<file path="src/rtl/prio_intc.sv">
module prio_intc #(
  parameter int          PRI_W    = 4,
  parameter int          CODE_W   = 12,
  parameter int          ADDR_W   = 8,
  parameter logic [11:0] EVT_BASE = 12'h200,
  parameter logic [11:0] EVT_STEP = 12'h020,
  parameter logic [64*12-1:0] EVT_OVR = '0
) (
  input  logic              clk,
  input  logic              rst_n,
  input  logic              wr_en_i,
  input  logic [ADDR_W-1:0] addr_i,
  input  logic [31:0]       wdata_i,
  output logic [31:0]       rdata_o,
  input  logic [63:0]       src_i,
  input  logic [PRI_W-1:0]  cpu_lvl_i,
  output logic              mode_o,
  output logic              irq_o,
  output logic [PRI_W-1:0]  irq_lvl_o,
  output logic [CODE_W-1:0] irq_code_o
);
  localparam int NSRC  = 64;
  localparam int PER_R = 32 / PRI_W;
  localparam int NPREG = NSRC / PER_R;
  localparam int IDX_W = $clog2(NSRC);
  localparam int PI_W  = $clog2(NPREG);

  logic [NSRC-1:0]  en_q;
  logic             mode_q;
  logic [31:0]      pri_q [NPREG];
  logic [PRI_W-1:0] pri_src [NSRC];
  logic [CODE_W-1:0] code_tab [NSRC];
  logic [NSRC-1:0]  pend;
  logic [PRI_W-1:0] best_lvl;
  logic [IDX_W-1:0] best_idx;

  wire             pri_hit = (addr_i >= ADDR_W'(8'h10)) && (addr_i <= ADDR_W'(8'h48)) && (addr_i[2:0] == 3'b0);
  wire [ADDR_W-1:0] pri_off = addr_i - ADDR_W'(8'h10);
  wire [PI_W-1:0]  pidx    = pri_off[PI_W+2:3];

  assign pend   = src_i & en_q;
  assign mode_o = mode_q;

  always_ff @(posedge clk or negedge rst_n) begin
    if (!rst_n) begin
      en_q   <= '0;
      mode_q <= 1'b0;
      for (int k = 0; k < NPREG; k++) pri_q[k] <= '0;
    end else if (wr_en_i) begin
      case (addr_i)
        ADDR_W'(8'h00): if (wdata_i[0]) mode_q <= 1'b1;
        ADDR_W'(8'h08): if (wdata_i[0]) mode_q <= 1'b0;
        ADDR_W'(8'h70): en_q[31:0]  <= en_q[31:0]  | wdata_i;
        ADDR_W'(8'h78): en_q[63:32] <= en_q[63:32] | wdata_i;
        ADDR_W'(8'h80): en_q[31:0]  <= en_q[31:0]  & ~wdata_i;
        ADDR_W'(8'h88): en_q[63:32] <= en_q[63:32] & ~wdata_i;
        default: if (pri_hit) pri_q[pidx] <= wdata_i;
      endcase
    end
  end

  genvar g;
  generate
    for (g = 0; g < NSRC; g++) begin : g_src
      assign pri_src[g] = pri_q[g / PER_R][PRI_W*(g % PER_R) +: PRI_W];
      if (EVT_OVR[12*g +: 12] != 12'h0) begin : g_ovr
        assign code_tab[g] = CODE_W'(EVT_OVR[12*g +: 12]);
      end else begin : g_lin
        assign code_tab[g] = CODE_W'(EVT_BASE + EVT_STEP * 12'(g));
      end
    end
  endgenerate

  always_comb begin
    best_lvl = '0;
    best_idx = '0;
    for (int i = 0; i < NSRC; i++)
      if (pend[i] && pri_src[i] > best_lvl) begin
        best_lvl = pri_src[i];
        best_idx = IDX_W'(i);
      end
  end

  assign irq_o      = best_lvl > cpu_lvl_i;
  assign irq_lvl_o  = irq_o ? best_lvl : '0;
  assign irq_code_o = irq_o ? code_tab[best_idx] : '0;

  always_comb begin
    case (addr_i)
      ADDR_W'(8'h00), ADDR_W'(8'h08): rdata_o = {31'b0, mode_q};
      ADDR_W'(8'h50): rdata_o = src_i[31:0];
      ADDR_W'(8'h58): rdata_o = src_i[63:32];
      ADDR_W'(8'h60): rdata_o = pend[31:0];
      ADDR_W'(8'h68): rdata_o = pend[63:32];
      ADDR_W'(8'h70): rdata_o = en_q[31:0];
      ADDR_W'(8'h78): rdata_o = en_q[63:32];
      default:        rdata_o = pri_hit ? pri_q[pidx] : 32'h0;
    endcase
  end

  AST_EN_SET: assert property (@(posedge clk) disable iff (!rst_n)
    (wr_en_i && addr_i == ADDR_W'(8'h70)) |=> ((en_q[31:0] & $past(wdata_i)) == $past(wdata_i)));
  AST_DIS_CLR: assert property (@(posedge clk) disable iff (!rst_n)
    (wr_en_i && addr_i == ADDR_W'(8'h80)) |=> ((en_q[31:0] & $past(wdata_i)) == 32'h0));
  AST_MODE_SET: assert property (@(posedge clk) disable iff (!rst_n)
    (wr_en_i && addr_i == ADDR_W'(8'h00) && wdata_i[0]) |=> mode_o);
  AST_WIN_PENDING: assert property (@(posedge clk) disable iff (!rst_n)
    irq_o |-> (pend != '0));
  AST_ABOVE_MASK: assert property (@(posedge clk) disable iff (!rst_n)
    irq_o |-> (irq_lvl_o > cpu_lvl_i));
endmodule

</file>
<file path="config.mk">
export PLATFORM = sky130hd
export DESIGN_NAME = prio_intc
export DESIGN_NICKNAME = d
export VERILOG_FILES = /design/src/rtl/prio_intc.sv
export SDC_FILE = /design/constraint.sdc
export NUM_CORES = 1
export LEC_CHECK = 0
export BUFFER_PORTS_ARGS = -buffer_cell sky130_fd_sc_hd__buf_2
export CAP_MARGIN = 0
export CORE_MARGIN = 4
export CORE_UTILIZATION = 25
export DETAILED_ROUTE_END_ITERATION = 7
export GPL_TIMING_DRIVEN = 0
export PLACE_DENSITY = 0.43
export SLEW_MARGIN = 20
export SYNTH_ARGS = -nofsm -noshare
export SYNTH_HDL_FRONTEND = slang
export SYNTH_SLANG_ARGS = --single-unit
</file>
<file path="constraint.sdc">
create_clock -name clk -period 185.9 [get_ports clk]
set_input_delay 37.18 -clock clk [delete_from_list [all_inputs] [get_ports clk]]
set_output_delay 37.18 -clock clk [all_outputs]
set_load 0.005 [all_outputs]
</file>
==> implementation parameters <==
Parameter                              Value

Status
  Outcome ... finished, final reports clean

Power
  Internal Power ... 0.000195 W
  Share of power burned in combinational logic ... 50.5%
  Static power due to leakage ... 15.3 nW
  Total Power Consumption ... 0.000345 W
  Power density of the placed cells ... 9.58 nW/um^2
  Switching share of power ... 43.5%
  Fraction of power consumed by sequential logic ... 23.6%
  Part of the power in the clock network ... 25.9%
  NetSw ... 0.000150 W
  Peak supply drop ... 0.00000646 V

Clock network
  Root buffer selected by CTS ... clkbuf_16
  CTS tree ... built
  Number of buffers inserted during clock tree synthesis ... 43
  Buffers from clock root to sink, at most ... 3
  Num Clock Sinks ... 321
  CTS clk-pin slew, worst paths ... 0.06 ns
  Latest clock arrival within the worst-skew pair ... 0.57 ns
  Cts hold-fix bufs ... 0
  Deepest level of the CTS H-tree ... 2

Floorplan
  Area of the placeable core ... 122000 sq um
  Initial Util ... 25.3%
  Total I/O pin count ... 161
  Overall die area ... 129000 sq um
  Row count ... 128
  Die outline height ... 359 microns
  DIE WIDTH ... 359 microns

Synth
  Synth cell types ... 123
  Number of instances in the synthesized netlist ... 3522
  Proportion of netlist area held by the largest area contributor ... 26.0%
  Synth Cell Area ... 30900 sq um
  Synth area leader ... dfrtp_1
  Yosys warning count ... 0
  Cell types with the largest area share after synthesis ... dfrtp_1, mux2_2, ha_1, mux4_2, a21oi_1
  Register area share after synthesis ... 26.0%
  Async set or reset register ratio after synthesis ... 100%
  Synthesized area divided by synthesized cell count ... 8.77 sq um
  Number of enable flip-flop cells after synthesis ... 0
  Flip-flop cell with the highest count after synthesis ... dfrtp_1
  Count of state elements after synthesis ... 321

Worst setup path
  Worst Path Max Fanout ... 10
  Kind of end point of the critical path ... output pin
  Path depth of the worst reg2reg path ... 2
  Cell occurring most often along the worst timing path ... ha_1
  Critical path class ... input port to output pin
  Worst path max stage delay ... 0.60 ns
  Worst Setup Start Kind ... input port
  FF-to-FF setup slack ... 184.42 ns
  Data arrival time of the worst path ... 141.40 ns
  Required time reported for the critical path endpoint ... 148.72 ns
  Startpoint of the lowest-slack register-to-register path ... pri_q[118]$_DFFE_PN0P_
  Endpoint of the worst-slack reg-to-reg timing path ... pri_q[118]$_DFFE_PN0P_
  CP max-delay cell ... a211oi_1

Route
  Via density ... 5.64
  Routed wire length ... 154 mm
  Total number of vias ... 30538
  Detailed-routed wire length on met2 ... 64.3 mm
  Sum of met3 wire segment lengths after detailed routing ... 12.8 mm
  Total DRC errors in the routed layout ... 0
  Drt first-iter violations ... 3599
  Average wire per standard cell ... 28.5 microns
  Total iterations of the first detailed-routing run ... 7
  Wire length on met1 ... 71.6 mm
  ANT nets after route ... 0
  Top routing layer in use ... met5

Timing
  Least-Margin Pin Slew ... 1.24 ns
  Post-Route Skew ... 0 ns
  Number of hold-slack violations in the final timing report ... 0
  Setup violators final ... 0
  Max Transition Viols Final ... 0
  Max_slew headroom ... 17.0%
  Post-route clock period utilization ... 96.1%
  Minimum clock period after layout ... 178.58 ns
  Max Clock Freq ... 5.60 MHz
  WHS ... 0.506 ns
  Post-route setup slack ... 7.32 ns

Min path
  Min-Delay Path Class ... register to register
  Hold path depth ... 1
  Hold path endpoint ... pri_q[36]$_DFFE_PN0P_
  Hold Path Origin ... pri_q[36]$_DFFE_PN0P_

GRT
  Via count of the first global-routing pass ... 28459
  Overflow left after global routing ... 0
  First-pass GRT wire length ... 214 mm
  GRT Overall Usage ... 22.8%
  Antenna violations before repair ... 23
  Largest net degree at the start of global routing ... 89

Finish
  Layout filler cell count ... 13126
  Total number of nets in the final design ... 4033
  Fraction of final layout cells sized beyond drive strength 1 ... 22.7%
  Most frequent standard cell in the layout excluding fill and tap cells ... mux2_2
  Leading cell types in the layout, fill and taps excluded ... mux2_2, dfrtp_1, inv_1
  Synthesis-to-layout area growth ... 16.6%

Placed design
  Dpl hpwl ... 127 mm
  IO buf count ... 153
  Worst slack at placement ... -2.59 ns
  Final Wtd Congestion ... 0.994

Flow run
  MaxCap Viol Count ... 0
-- through the flow --
step / setup TNS, ns / util [%] / cells / instance area, sq um
after floorplan: 0 / - / 3526 / 30900
after global placement: -27.96 / 27.6 / 5304 / 33700
after detailed placement: -28.18 / 27.7 / 5308 / 33800
after CTS: 0 / 29.0 / 5386 / 35400
after global routing: -0.539 / 29.5 / 5406 / 36000
final: 0 / 29.5 / 5410 / 36000
-- cells by family after synthesis --
kind of cell	after synthesis	share of synthesized area, %
XOR/XNOR	58	1.64
buffers and inverters	499	6.23
AND/OR/NAND/NOR	914	14.6
adder cells (fa/ha/maj)	195	7.72
other	1	0.0121
AO/OA/AOI/OAI	1069	24.5
multiplexers	465	19.2
flip-flops	321	26.0
-- power groups by stage --
| stage | Combinational [W] | Clock, W | Sequential [W] |
|---|---|---|---|
| floorplan | 0.000116 | 0 | 0.0000782 |
| global placement | 0.000162 | 0 | 0.0000825 |
| detailed placement | 0.000162 | 0 | 0.0000825 |
| CTS | 0.000164 | 0.0000903 | 0.0000812 |
| global route | 0.000191 | 0.0000931 | 0.0000818 |
| finish | 0.000174 | 0.0000894 | 0.0000816 |
-- worst max-delay path by stage --
stage             start  slack (ns)           end  cells past startpoint
2_1_floorplan  src_i[0]       16.90  irq_lvl_o[2]                    485
3_3_place_gp   src_i[0]       -2.58  irq_lvl_o[2]                    483
3_5_place_dp   src_i[0]       -2.59  irq_lvl_o[2]                    484
4_1_cts        src_i[0]        0.14  irq_lvl_o[2]                    491
5_1_grt        src_i[0]       -0.17  irq_lvl_o[2]                    504
6_report       src_i[0]        7.32  irq_lvl_o[2]                    498
-- final cells by class --
type | count | area (sq um) | share of cell area (%)
multi-input cells | 2706 | 21500 | 59.6
flip-flops and latches | 321 | 8030 | 22.3
well taps | 1625 | 2030 | 5.65
inverters | 317 | 1190 | 3.32
clock buffers | 52 | 1140 | 3.17
repair buffers | 183 | 1080 | 3.00
plain buffers | 178 | 727 | 2.02
clock inverters | 24 | 332 | 0.921
diodes | 4 | 10.0 | 0.0278
-- worst max-delay path: cells and delay by family --
kind | cells | cell delay (ns)
AO/OA/AOI/OAI | 214 | 44.50
adder cells (fa/ha/maj) | 78 | 22.54
AND/OR/NAND/NOR | 127 | 19.25
multiplexers | 44 | 13.71
buffers and inverters | 35 | 3.97
-- cells in the mapped netlist (all sizes together) (37+ instances only) --
library cell and n:
mux2 348, dfrtp 321, inv 317, nand2 291
a21oi 259, o21ai 191, nor2 180, ha 172
clkbuf 120, a31oi 113, nand3 88, mux4 64
buf 62, mux2i 53, nor3 48, a21o 47
and3 47, and2 45, o221ai 42, o211ai 40
o21a 39, xnor2 38, or2 37
-- timing repair --
item / in CTS / in global routing
gates resized for setup: 15 / 104
buffers inserted: 3 / 22
pin swaps: 3 / 16
setup endpoints to repair: 12 / 12
-- routing by layer --
layer	GRT usage, %	up-vias
li1	-	13744
met1	33.2	15264
met2	33.6	1324
met3	4.47	196
met4	7.16	10
met5	0	-
(Power assumes the default switching activity.)
